===== src/rtl/pcs_pkg.sv =====
package pcs_pkg;
    typedef enum logic [2:0] {
        OP_ERASE = 3'd0,
        OP_WRITE = 3'd1,
        OP_ERALL = 3'd2,
        OP_WRALL = 3'd3,
        OP_PROT  = 3'd4
    } op_e;

    localparam logic [2:0] OP_LAST = 3'd4;
endpackage


===== src/rtl/pcs_step.sv =====
module pcs_step
    import pcs_pkg::*;
#(
    parameter int ADDR_W = 8,
    parameter int DATA_W = 16,
    parameter int CNT_W  = 10,
    parameter int HALF   = 300
) (
    input  logic              active,
    input  op_e               op,
    input  logic [CNT_W-1:0]  cnt,
    input  logic [ADDR_W-1:0] addr,
    input  logic [DATA_W-1:0] data,
    output logic              we,
    output logic [ADDR_W-1:0] waddr,
    output logic [DATA_W-1:0] wdata,
    output logic              prot_we,
    output logic [ADDR_W-1:0] prot_wdata
);
    localparam int DEPTH = 1 << ADDR_W;
    localparam logic [CNT_W-1:0] DEPTH_C  = CNT_W'(DEPTH);
    localparam logic [CNT_W-1:0] HALF_C   = CNT_W'(HALF);
    localparam logic [CNT_W-1:0] HALF_E_C = CNT_W'(HALF + DEPTH);
    localparam logic [DATA_W-1:0] ONES    = '1;

    logic [CNT_W-1:0] off;

    always_comb begin
        off        = cnt - HALF_C;
        we         = 1'b0;
        waddr      = addr;
        wdata      = ONES;
        prot_we    = 1'b0;
        prot_wdata = addr;
        if (active) begin
            unique case (op)
                OP_ERASE: we = (cnt == '0);
                OP_WRITE: begin
                    we    = (cnt < CNT_W'(2));
                    wdata = (cnt == '0) ? ONES : data;
                end
                OP_ERALL: begin
                    we    = (cnt < DEPTH_C);
                    waddr = cnt[ADDR_W-1:0];
                end
                OP_WRALL: begin
                    if (cnt < DEPTH_C) begin
                        we    = 1'b1;
                        waddr = cnt[ADDR_W-1:0];
                    end else if (cnt >= HALF_C && cnt < HALF_E_C) begin
                        we    = 1'b1;
                        waddr = off[ADDR_W-1:0];
                        wdata = data;
                    end
                end
                OP_PROT: prot_we = (cnt == '0);
                default: ;
            endcase
        end
    end
endmodule


===== src/rtl/pcs_status.sv =====
module pcs_status #(
    parameter int MIN_LOW = 4
) (
    input  logic clk,
    input  logic rst_n,
    input  logic cs,
    input  logic launch,
    input  logic finish,
    input  logic busy,
    output logic stat_oe,
    output logic stat_val
);
    localparam int LW = $clog2(MIN_LOW + 1);
    localparam logic [LW-1:0] MIN_C = LW'(MIN_LOW);

    typedef struct packed {
        logic          cs_q;
        logic          mon;
        logic          disp;
        logic [LW-1:0] lowcnt;
    } st_t;

    st_t st_q, st_d;
    logic rise, fall;

    always_comb begin
        st_d      = st_q;
        st_d.cs_q = cs;
        rise      = cs & ~st_q.cs_q;
        fall      = ~cs & st_q.cs_q;
        if (cs)
            st_d.lowcnt = '0;
        else if (st_q.lowcnt != MIN_C)
            st_d.lowcnt = st_q.lowcnt + 1'b1;

        if (launch) begin
            st_d.mon  = 1'b1;
            st_d.disp = 1'b0;
        end else begin
            if (fall) begin
                st_d.disp = 1'b0;
                if (st_q.disp && !busy)
                    st_d.mon = 1'b0;
            end else if (rise && st_q.mon && st_q.lowcnt == MIN_C) begin
                st_d.disp = 1'b1;
            end
            if (finish && !st_q.disp)
                st_d.mon = 1'b0;
        end
    end

    always_ff @(posedge clk or negedge rst_n) begin
        if (!rst_n)
            st_q <= '{cs_q: 1'b1, mon: 1'b0, disp: 1'b0, lowcnt: '0};
        else
            st_q <= st_d;
    end

    assign stat_oe  = st_q.disp;
    assign stat_val = ~busy;


    stat_release_chk: assert property (@(posedge clk) disable iff (!rst_n)
        stat_oe && !cs |=> !stat_oe);


    stat_qualify_chk: assert property (@(posedge clk) disable iff (!rst_n)
        $rose(stat_oe) |-> $past(st_q.lowcnt) == MIN_C);
endmodule


===== src/rtl/prog_cycle_seq.sv =====
module prog_cycle_seq
    import pcs_pkg::*;
#(
    parameter int ADDR_W  = 8,
    parameter int DATA_W  = 16,
    parameter int T_WORD  = 40,
    parameter int T_ERAL  = 300,
    parameter int T_WRAL  = 600,
    parameter int MIN_LOW = 4
) (
    input  logic              clk,
    input  logic              rst_n,
    input  logic              req_valid,
    input  logic [2:0]        req_op,
    input  logic [ADDR_W-1:0] req_addr,
    input  logic [DATA_W-1:0] req_data,
    input  logic              cs,
    output logic              busy,
    output logic              done,
    output logic              arr_we,
    output logic [ADDR_W-1:0] arr_addr,
    output logic [DATA_W-1:0] arr_wdata,
    output logic              prot_we,
    output logic [ADDR_W-1:0] prot_wdata,
    output logic              stat_oe,
    output logic              stat_val
);
    localparam int CNT_W = $clog2(T_WRAL + 1);
    localparam int HALF  = T_WRAL / 2;
    localparam logic [CNT_W-1:0] LAST_WORD = CNT_W'(T_WORD - 1);
    localparam logic [CNT_W-1:0] LAST_ERAL = CNT_W'(T_ERAL - 1);
    localparam logic [CNT_W-1:0] LAST_WRAL = CNT_W'(T_WRAL - 1);

    typedef struct packed {
        logic              armed;
        op_e               op;
        logic [ADDR_W-1:0] addr;
        logic [DATA_W-1:0] data;
        logic              busy;
        logic [CNT_W-1:0]  cnt;
        logic              done;
        logic              cs_q;
    } ctl_t;

    ctl_t ctl_q, ctl_d;
    logic [CNT_W-1:0] last;
    logic launch, finish, accept;

    always_comb begin
        unique case (ctl_q.op)
            OP_ERALL: last = LAST_ERAL;
            OP_WRALL: last = LAST_WRAL;
            default:  last = LAST_WORD;
        endcase
        accept = !ctl_q.busy && req_valid && (req_op <= OP_LAST);
        launch = !ctl_q.busy && !accept && ctl_q.armed && ctl_q.cs_q && !cs;
        finish = ctl_q.busy && (ctl_q.cnt == last);

        ctl_d      = ctl_q;
        ctl_d.done = 1'b0;
        ctl_d.cs_q = cs;
        if (accept) begin
            ctl_d.armed = 1'b1;
            ctl_d.op    = op_e'(req_op);
            ctl_d.addr  = req_addr;
            ctl_d.data  = req_data;
        end else if (launch) begin
            ctl_d.armed = 1'b0;
            ctl_d.busy  = 1'b1;
            ctl_d.cnt   = '0;
        end else if (finish) begin
            ctl_d.busy = 1'b0;
            ctl_d.done = 1'b1;
            ctl_d.cnt  = '0;
        end else if (ctl_q.busy) begin
            ctl_d.cnt = ctl_q.cnt + 1'b1;
        end
    end

    always_ff @(posedge clk or negedge rst_n) begin
        if (!rst_n)
            ctl_q <= '{armed: 1'b0, op: OP_ERASE, addr: '0, data: '0,
                       busy: 1'b0, cnt: '0, done: 1'b0, cs_q: 1'b1};
        else
            ctl_q <= ctl_d;
    end

    assign busy = ctl_q.busy;
    assign done = ctl_q.done;

    pcs_step #(
        .ADDR_W(ADDR_W), .DATA_W(DATA_W), .CNT_W(CNT_W), .HALF(HALF)
    ) u_step (
        .active    (ctl_q.busy),
        .op        (ctl_q.op),
        .cnt       (ctl_q.cnt),
        .addr      (ctl_q.addr),
        .data      (ctl_q.data),
        .we        (arr_we),
        .waddr     (arr_addr),
        .wdata     (arr_wdata),
        .prot_we   (prot_we),
        .prot_wdata(prot_wdata)
    );

    pcs_status #(.MIN_LOW(MIN_LOW)) u_status (
        .clk     (clk),
        .rst_n   (rst_n),
        .cs      (cs),
        .launch  (launch),
        .finish  (finish),
        .busy    (ctl_q.busy),
        .stat_oe (stat_oe),
        .stat_val(stat_val)
    );


    done_single_chk: assert property (@(posedge clk) disable iff (!rst_n)
        done |=> !done);


    busy_end_done_chk: assert property (@(posedge clk) disable iff (!rst_n)
        $fell(busy) |-> done);


    start_on_low_chk: assert property (@(posedge clk) disable iff (!rst_n)
        $rose(busy) |-> !$past(cs));


    write_in_cycle_chk: assert property (@(posedge clk) disable iff (!rst_n)
        (arr_we || prot_we) |-> busy);
endmodule


===== config.mk =====
export PLATFORM = sky130hd
export DESIGN_NAME = prog_cycle_seq
export DESIGN_NICKNAME = d
export VERILOG_FILES = /design/src/rtl/pcs_pkg.sv /design/src/rtl/pcs_step.sv /design/src/rtl/pcs_status.sv /design/src/rtl/prog_cycle_seq.sv
export SDC_FILE = /design/constraint.sdc
export NUM_CORES = 1
export LEC_CHECK = 0
export BUFFER_PORTS_ARGS = -buffer_cell sky130_fd_sc_hd__buf_2
export CAP_MARGIN = 15
export CORE_ASPECT_RATIO = 2
export CORE_MARGIN = 5
export CORE_UTILIZATION = 54
export CTS_CLUSTER_DIAMETER = 200
export DETAILED_ROUTE_END_ITERATION = 6
export GPL_TIMING_DRIVEN = 0
export PLACE_DENSITY = 0.85
export SETUP_SLACK_MARGIN = 0.1
export SYNTH_ARGS = -nofsm -noshare
export SYNTH_HDL_FRONTEND = slang
export SYNTH_SLANG_ARGS = --single-unit

===== constraint.sdc =====
create_clock -name clk -period 3 [get_ports clk]
set_input_delay 0.75 -clock clk [delete_from_list [all_inputs] [get_ports clk]]
set_output_delay 0.75 -clock clk [all_outputs]
set_load 0.005 [all_outputs]

==> impl_results.md, run 1 <==
- Post-synthesis share of cell area spent on xor and xnor gates: 0.0279
- Final setup viols: 0
- Hold Worst Slack: 517 ps
- Power density relative to cell area: 818 mW/mm^2
- Clock share of power: 0.134
- Count of inserted antenna diode cells: 0
- Die footprint: 0.00687 sq mm
- Number of global-route vias before repair: 2835
- Post-synth net total: 331
- Accumulated negative setup slack: 0 ps
- Final-report hold violation count: 0
- Reg-to-reg endpoint: ctl_q[9]
- CP Launch Point: ctl_q[4]
- Detailed Route Iter0 Violations: 187
- Static leakage power: 0.00165 uW
- Dominant register cell in the synthesized netlist: sky130_fd_sc_hd__dfrtp_1
- Part of the Yosys area used for sequential elements: 0.408
- Maximum number of pins on one net before global-route repair: 47
- Complex-gate fraction of the synthesized area: 0.128
- Async set or reset register ratio after synthesis: 1.00
- Arrival @ worst endpoint: 2230 ps
- Antenna violations before repair: 0
- Fmax: 336 MHz
- Fraction of final layout cells with drive strength greater than 1: 0.494
- Synth Instances: 294
- Post-synthesis sequential element count: 46
- Per-instance average area after synthesis: 9.61 sq um
- Wirelength per Cell: 20.0 um
- Internal Pwr Total: 1860 uW
- Run status: finished clean
- Final instance count without filler cells: 447
- Post-synthesis simple-gate area fraction: 0.209
- Adder and majority cell fraction of the synthesized area: 0.0266
- Dominant combinational cell family by area after synthesis: simple AND/OR/NAND/NOR gates
- H-tree Lvls: 2
- Clock tree from TritonCTS: yes
- Aggregate routed wire length: 8.93 mm
- Sequential cell fraction of total power: 0.365
- Ratio of final minimum period to clock period: 0.992
- Critical path class: reg2out
- Worst-skew pair later-pin latency: 320 ps
- Floorplan core area: 0.00514 sq mm
- Post-synthesis instance area: 0.00283 sq mm
- Setup repair after global routing missed its margin: yes
- Endpoint required time on the critical path: 2250 ps
- Synth Warn #: 0
- Relative slew slack: 0.315
- Total placed cells including tap cells: 420
- I/O pins: 69
- Post-DP HPWL: 5.95 mm
- Number of vias in the routed layout: 2726
- Total track usage: 0.257
- Worst vdd ir: 0.603 mV
- Worst hold-check path type: reg2reg
- Max-cap violation count: 0
- Die boundary width: 61.2 um
- Combinational Power Share: 0.501
- Wire length of the first global-routing pass: 13.3 mm
- Count of buffers from port buffering: 68
- Final weighted congestion in routability-driven placement: 0.950
- Maximum clock skew at final layout: 2.15 ps
- Number of sinks handled by clock tree synthesis: 46
- Die Y-Extent: 112 um
- Unique masters post-synth: 56
- Pre-antenna DRT Iters: 4
- Gr ovfl total: 0
- Post-synthesis to final-layout area growth: 32.9%
- Mux cell area share after synthesis: 0.130
- Number of placement rows: 37
- Critical Path End: arr_addr[7]
- Count of cells along the worst register-to-register path: 6
- Clock Tree Root: sky130_fd_sc_hd__clkbuf_8
- Number of synthesized flops with an enable pin: 0
- Detailed-route vias per instance: 6.10
- Peak fanout along the critical path: 7
- DRC Markers: 0
- Type of element capturing the critical path: output port
- Proportion of total power due to net switching: 0.394
- Worst-case register-to-register setup slack: 980 ps
- Antenna violation net count after detailed routing: 0
- Initial Util: 0.550
- Number of buffers created by CTS: 5
- CTS Buffer Depth: 2
- Count of final max-slew check failures: 0
- Measured slew at the worst slew-check pin: 1030 ps
- Sw power: 1210 uW
- Type of element launching the critical path: flop
- Startpoint of the worst register-to-register path: ctl_q[8]
- Post-route minimum period: 2980 ps
- Final net count: 425
- Clock edge transition at the registers on the reported setup and hold paths: 90 ps
## synthesized netlist by cell type (all sizes together) (3+ instances only)
cell / number / area [sq um]
o311ai: 4 / 35.0
nor4: 3 / 18.8
nand3: 7 / 35.0
mux2i: 4 / 40.0
dfrtp: 45 / 1130
nand3b: 3 / 22.5
nor3b: 3 / 22.5
mux2: 29 / 327
nor3: 8 / 40.0
a31oi: 4 / 25.0
inv: 13 / 48.8
nand4: 3 / 18.8
buf: 19 / 130
o21ai: 10 / 61.3
nand2: 25 / 93.8
xnor2: 9 / 78.8
o31ai: 3 / 22.5
nor2b: 4 / 25.0
nor2: 25 / 101
ha: 6 / 75.1
clkbuf: 6 / 22.5
nand2b: 4 / 25.0
a21oi: 13 / 68.8
or2: 17 / 106
## metal layers
metal	GRT usage	wire length, um
met1	0.252	2810
met2	0.455	5020
met3	0.0472	499
met4	0.169	597
met5	0	0
## worst min path at each step
stage / from / end / slack (ps) / cells after the start
after floorplan: rst_n / busy / 450 / 0
after global placement: ctl_q[28] / ctl_q[28] / 480 / 1
after detailed placement: ctl_q[17] / ctl_q[17] / 490 / 1
after CTS: ctl_q[17] / ctl_q[17] / 510 / 1
after global routing: ctl_q[25] / ctl_q[25] / 540 / 1
final: ctl_q[16] / ctl_q[16] / 520 / 1
## final cells by class
type	instances	area [sq um]
buffer	25	169
clock buffer	6	82.6
clock inverter	2	12.5
fill	333	1380
inverter	13	53.8
multi-input combinational	210	1670
sequential	46	1150
tap	58	72.6
timing repair buffer	87	542
## registers in the layout, indices dropped and copies added, names as in the netlist
name and flops:
busy 1, u_status.st_q 5, ctl_q 38, done 1
u_status.stat_oe 1
## layout by cell type (no fill, tap or decap), types with 9 or more instances in the layout
| cell | count |
|---|---|
| sky130_fd_sc_hd__buf_4 | 24 |
| sky130_fd_sc_hd__buf_2 | 67 |
| sky130_fd_sc_hd__nand2_1 | 24 |
| sky130_fd_sc_hd__nor2_1 | 22 |
| sky130_fd_sc_hd__a21oi_1 | 10 |
| sky130_fd_sc_hd__xnor2_1 | 9 |
| sky130_fd_sc_hd__inv_1 | 10 |
| sky130_fd_sc_hd__dfrtp_1 | 44 |
| sky130_fd_sc_hd__mux2_2 | 27 |
| sky130_fd_sc_hd__buf_6 | 15 |
## cell families (layout without fill, tap and decap cells)
family | count (synthesis) | in the layout
compound gates | 50 | 50
xor+xnor | 9 | 9
fa+ha+maj | 6 | 6
buf+inv | 38 | 133
flops | 46 | 46
mux | 33 | 33
simple gates | 112 | 112
## worst max-delay path, stage by stage (launching register included)
cell and delay [ps]:
sky130_fd_sc_hd__dfrtp_1 430, sky130_fd_sc_hd__buf_6 150, sky130_fd_sc_hd__buf_6 140, sky130_fd_sc_hd__a21o_4 220, sky130_fd_sc_hd__nand2_1 120, sky130_fd_sc_hd__a31oi_1 120, sky130_fd_sc_hd__o21ai_0 400, sky130_fd_sc_hd__a21oi_1 160
sky130_fd_sc_hd__buf_2 160
## power by group through the flow
stage | Clock (uW) | Combinational (uW) | Sequential [uW]
2_1_floorplan | 0 | 870 | 1020
6_report | 413 | 1540 | 1120
3_3_place_gp | 0 | 1230 | 1070
3_5_place_dp | 0 | 1270 | 1090
4_1_cts | 410 | 1390 | 1090
5_1_grt | 441 | 1660 | 1150
## through the flow
stage          setup WS (ps)   util  total power [uW]  cell area (sq um)
2_1_floorplan            479      -              1890               2830
3_3_place_gp            42.0  0.630              2300               3240
3_5_place_dp            36.9  0.630              2360               3240
4_1_cts                  106  0.693              2900               3560
5_1_grt                -20.2  0.731              3250               3760
6_report                22.8  0.731              3070               3760
## timing repair
action | CTS | global route
setup buffers | 13 | 5
resized for setup | 31 | 36
hold buffers | 0 | 0
cloned | 1 | 0
pin swaps | 10 | 9
endpoints found under the setup margin | 25 | 20
hold endpoints to repair | 0 | 0
Power figures use the tool's default switching activity.
==> run 2: changes to the inputs <==
- CORE_ASPECT_RATIO: 2 -> 1.75
- SKIP_LAST_GASP: not set -> 1
==> run 2 against run 1 <==
Against the previous run: clock skew rose by 3.9 ps; critical path depth did not move; sequential cell count did not move; critical endpoint is now arr_addr[4]; largest cell class unchanged; largest power group unchanged.
==> impl_results.md, run 2 (same netlist as run 1, synthesis figures left out) <==
- Detailed Route Iter0 Violations: 151
- CTS Buffer Depth: 2
- Fraction of final layout cells with drive strength greater than 1: 0.482
- Die footprint: 0.00684 sq mm
- Number of sinks handled by clock tree synthesis: 46
- Arrival @ worst endpoint: 2240 ps
- Die Y-Extent: 106 um
- Run status: finished clean
- Final net count: 424
- Total placed cells including tap cells: 417
- Number of global-route vias before repair: 2788
- Antenna violation net count after detailed routing: 0
- Wire length of the first global-routing pass: 13.0 mm
- Fmax: 335 MHz
- Post-route minimum period: 2990 ps
- Measured slew at the worst slew-check pin: 631 ps
- Type of element capturing the critical path: output port
- Most frequent cells in the layout: sky130_fd_sc_hd__buf_2, sky130_fd_sc_hd__dfrtp_1, sky130_fd_sc_hd__mux2_2
- Max-cap violation count: 0
- Number of vias in the routed layout: 2780
- Number of placement rows: 35
- Worst-skew pair later-pin latency: 300 ps
- Worst hold-check path type: in2async
- Count of buffers from port buffering: 68
- Final setup viols: 0
- I/O pins: 69
- Static leakage power: 0.00168 uW
- Power density relative to cell area: 827 mW/mm^2
- Clock tree from TritonCTS: yes
- Post-DP HPWL: 5.64 mm
- Type of element launching the critical path: flop
- Ratio of final minimum period to clock period: 0.996
- Antenna violations before repair: 0
- Largest register FFs: 38
- Total Power Consumption: 3110 uW
- Commonest non-fill, non-tap cell in the layout: sky130_fd_sc_hd__buf_2
- DRC Markers: 0
- Final instance count without filler cells: 443
- Total track usage: 0.242
- Setup repair after global routing missed its margin: yes
- Wirelength per Cell: 20.7 um
- Maximum clock skew at final layout: 6.06 ps
- Maximum number of pins on one net before global-route repair: 47
- Die boundary width: 64.7 um
- Pre-antenna DRT Iters: 5
- Biggest register: ctl_q
- Count of inserted antenna diode cells: 0
- Gr ovfl total: 0
- Initial Util: 0.547
- Detailed-route vias per instance: 6.28
- Final weighted congestion in routability-driven placement: 0.969
- Clock Tree Root: sky130_fd_sc_hd__clkbuf_8
- Aggregate routed wire length: 9.18 mm
- Core occupancy in the finished layout: 0.727
- Count of final max-slew check failures: 0
- Top flop regs: ctl_q: 38 flops, u_status.st_q: 5 flops
- Number of buffers created by CTS: 5
- H-tree Lvls: 2
- Peak fanout along the critical path: 4
- Post-synthesis to final-layout area growth: 32.9%
- Worst vdd ir: 0.584 mV
- Floorplan core area: 0.00517 sq mm
- Critical path class: reg2out
- Relative slew slack: 0.576
- Final-report hold violation count: 0
- Clock edge transition at the registers on the reported setup and hold paths: 80 ps
- Hold buffer count at CTS: 0
- Endpoint required time on the critical path: 2250 ps
## run 2: report_power, final
| group | internal, uW | switching (uW) | total [uW] | leakage [uW] |
|---|---|---|---|---|
| logic | 836 | 760 | 1600 | 0.00108 |
| registers | 869 | 261 | 1130 | 0.000560 |
| clock network | 162 | 220 | 382 | 0.0000450 |
## run 2: cell type report
class,instances,area [sq um]
plain buffers,25,169
clock buffers,6,72.6
clock inverters,2,10.0
fillers,348,1410
inverters,13,48.8
multi-input cells,210,1640
flip-flops and latches,46,1150
well taps,55,68.8
repair buffers,86,599
## run 2: critical path: stages (launching register included)
cell and delay, ps:
sky130_fd_sc_hd__dfrtp_1 410, sky130_fd_sc_hd__buf_6 130, sky130_fd_sc_hd__ha_4 170, sky130_fd_sc_hd__o21ai_4 160, sky130_fd_sc_hd__nand2_2 120, sky130_fd_sc_hd__a2bb2oi_1 380
sky130_fd_sc_hd__a31oi_1 210, sky130_fd_sc_hd__a21oi_1 220, sky130_fd_sc_hd__buf_2 140
## run 2: final timing paths
kind / start / end / slack [ps] / cells past startpoint
min: rst_n / ctl_q[8] / 270 / 1
max reg2reg: ctl_q[38] / ctl_q[6] / 930 / 5
max in group asynchronous: rst_n / u_status.st_q[5] / 2240 / 2
max: ctl_q[4] / arr_addr[4] / 10 / 8
min in group clk: ctl_q[20] / ctl_q[20] / 520 / 1
min reg2reg: ctl_q[20] / ctl_q[20] / 520 / 1
## run 2: timing repair
action / in CTS / in global routing
pin swaps: 8 / 10
gates resized for setup: 23 / 49
setup endpoints to repair: 25 / 26
setup buffers: 9 / 7
cloned: 0 / 1
## run 2: metal layers
layer | GRT usage | vias to the layer above | wire length, um
li1 | - | 1214 | -
met1 | 0.241 | 1354 | 3010
met2 | 0.450 | 162 | 5100
met3 | 0.0394 | 50 | 566
met4 | 0.151 | 0 | 502
met5 | 0 | - | 0
## run 2: metrics by stage
stage,setup slack [ps],setup TNS [ps],hold slack [ps],area [sq um]
final,11.5,0,265,3760
after global routing,-62.1,-553,267,3760
after CTS,58.3,0,510,3490
after detailed placement,14.0,0,489,3240
after global placement,19.0,0,480,3240
after floorplan,479,0,454,2830
==> run 3: changes to the inputs <==
- CORE_MARGIN: 5 -> 4
- REMOVE_ABC_BUFFERS: not set -> 1
==> run 3 against run 2 <==
Against the previous run: register-to-register slack better by 140 ps; global-route usage down 1.2 points; core utilization down 1.7 points; clock skew down 2.3 ps; worst setup slack better by 72 ps; die area down 4.9%; sequential share of layout area up 2.0 points; worst hold slack better by 240 ps; sequential power up 4%; maximum frequency up 2.5%; largest cell class unchanged.
==> impl_results.md, run 3 (same netlist as run 1, synthesis figures left out) <==
- Core occupancy in the finished layout: 0.710
- Setup repair after global routing missed its margin: yes
- Detailed-route vias per instance: 6.02
- Chain of cells forming the critical path: buf_4 > inv_4 > ha_1 > nor4b_4 > nand4_1 > buf_6 > o2111ai_4 > or2_2 > buf_2
- Detailed Route Iter0 Violations: 119
- Count of buffers from port buffering: 68
- Worst hold stages: 1
- Type of element launching the critical path: flop
- Biggest register: ctl_q
- Crit path max-delay family: simple AND/OR/NAND/NOR gates
- Clock tree from TritonCTS: yes
- Measured slew at the worst slew-check pin: 990 ps
- Number of global-route vias before repair: 2624
- Post-route minimum period: 2920 ps
- Post-DP HPWL: 4.92 mm
- Clock edge transition at the registers on the reported setup and hold paths: 80 ps
- Floorplan core area: 0.00502 sq mm
- Arrival @ worst endpoint: 2170 ps
- Worst-skew pair later-pin latency: 300 ps
- Number of vias in the routed layout: 2546
- Maximum number of pins on one net before global-route repair: 47
- Clock Tree Root: sky130_fd_sc_hd__clkbuf_8
- Ratio of final minimum period to clock period: 0.972
- Critical path class: reg2out
- Type of element capturing the critical path: output port
- Relative slew slack: 0.340
- Antenna violation net count after detailed routing: 0
- Wirelength per Cell: 17.8 um
- Count of inserted antenna diode cells: 0
- Antenna violations before repair: 0
- Static leakage power: 0.00152 uW
- Post-synthesis to final-layout area growth: 26.2%
- Count of final max-slew check failures: 0
- Run status: finished clean
- Wire length of the first global-routing pass: 12.3 mm
- Final instance count without filler cells: 423
- Most frequent cells in the layout: sky130_fd_sc_hd__buf_2, sky130_fd_sc_hd__dfrtp_1, sky130_fd_sc_hd__mux2_2
- Top flop regs: ctl_q: 38 flops, u_status.st_q: 5 flops
- Number of buffers created by CTS: 5
- Die boundary width: 62.7 um
- Worst hold-check path type: reg2reg
- Total track usage: 0.231
- Gr ovfl total: 0
- CTS Buffer Depth: 2
- Worst stage delay on the critical path: 410 ps
- Max-cap violation count: 0
- Critical Path Slowest Stage Cell: sky130_fd_sc_hd__dfrtp_2
- Largest register FFs: 38
- Hold Worst Slack: 502 ps
- Initial Util: 0.563
- Hold buffer count at CTS: 0
- Endpoint required time on the critical path: 2250 ps
- Total placed cells including tap cells: 391
- Buffers & Inverters on Critical Path: 4
- Worst vdd ir: 0.563 mV
- I/O pins: 69
- Worst path depth: 9
- Fmax: 343 MHz
- DRC Markers: 0
- Final net count: 405
- Final weighted congestion in routability-driven placement: 0.924
- Die Y-Extent: 104 um
- Peak fanout along the critical path: 8
- Number of placement rows: 34
- Final-report hold violation count: 0
- Maximum clock skew at final layout: 3.74 ps
- Aggregate routed wire length: 7.52 mm
- Pre-antenna DRT Iters: 4
- Number of sinks handled by clock tree synthesis: 46
- Fraction of final layout cells with drive strength greater than 1: 0.480
- Commonest non-fill, non-tap cell in the layout: sky130_fd_sc_hd__buf_2
- H-tree Lvls: 2
- Die footprint: 0.00650 sq mm
- Final setup viols: 0
- Count of cells along the worst register-to-register path: 5
- Fill cell count: 359
- Power density relative to cell area: 807 mW/mm^2
## run 3: cell count changes in the layout (fill, tap and decap cells not counted), moves of 3 or more
cell	delta
sky130_fd_sc_hd__buf_6	-22
sky130_fd_sc_hd__buf_2	+10
sky130_fd_sc_hd__dfrtp_1	-9
sky130_fd_sc_hd__dfrtp_2	+9
sky130_fd_sc_hd__clkbuf_1	-3
sky130_fd_sc_hd__clkbuf_2	-3
## run 3: metrics by stage
step	TNS, ps	worst slack (ps)	power, uW	area, sq um
after floorplan	0	401	1780	2670
after global placement	-1400	-104	2160	3080
after detailed placement	-1390	-101	2210	3080
after CTS	0	105	2770	3380
after global routing	0	11.2	3080	3570
final	0	83.4	2880	3570
## run 3: worst paths after layout
check	from	endpoint	slack, ps
setup / recovery	ctl_q[4]	arr_wdata[3]	80
hold / removal	ctl_q[20]	ctl_q[20]	500
setup reg to reg	ctl_q[37]	ctl_q[7]	1070
hold reg to reg	ctl_q[20]	ctl_q[20]	500
max in group asynchronous	rst_n	ctl_q[37]	1710
min in group asynchronous	rst_n	u_status.st_q[2]	610
## run 3: final cells by class
| type | instances | area (sq um) | share of cell area |
|---|---|---|---|
| clock inverters | 1 | 5.00 | 0.00140 |
| clock buffers | 7 | 86.3 | 0.0242 |
| multi-input cells | 211 | 1650 | 0.464 |
| repair buffers | 91 | 537 | 0.151 |
| flip-flops and latches | 46 | 1160 | 0.327 |
| well taps | 54 | 67.6 | 0.0189 |
| inverters | 13 | 51.3 | 0.0144 |
## run 3: what timing repair did
item,4_1_cts,5_1_grt
endpoints found under the setup margin,25,25
pin swaps,7,4
gates resized for setup,20,28
setup buffers,15,7
cloned,1,0
endpoints found under the hold margin,0,0
## run 3: metal layers
metal,share of wire,routed length (um),vias up,GRT usage
li1,-,-,1181,-
met1,0.36,2700,1225,0.257
met2,0.54,4070,108,0.409
met3,0.061,460,32,0.0423
met4,0.039,294,0,0.120
met5,0,0,-,0
## run 3: where the power goes
| part | internal (uW) | switching (uW) | leakage (uW) | total (uW) |
|---|---|---|---|---|
| clock | 186 | 202 | 0.0000482 | 388 |
| combinational | 701 | 624 | 0.000926 | 1320 |
| sequential | 873 | 292 | 0.000547 | 1170 |
| total | 1760 | 1120 | 0.00152 | 2880 |
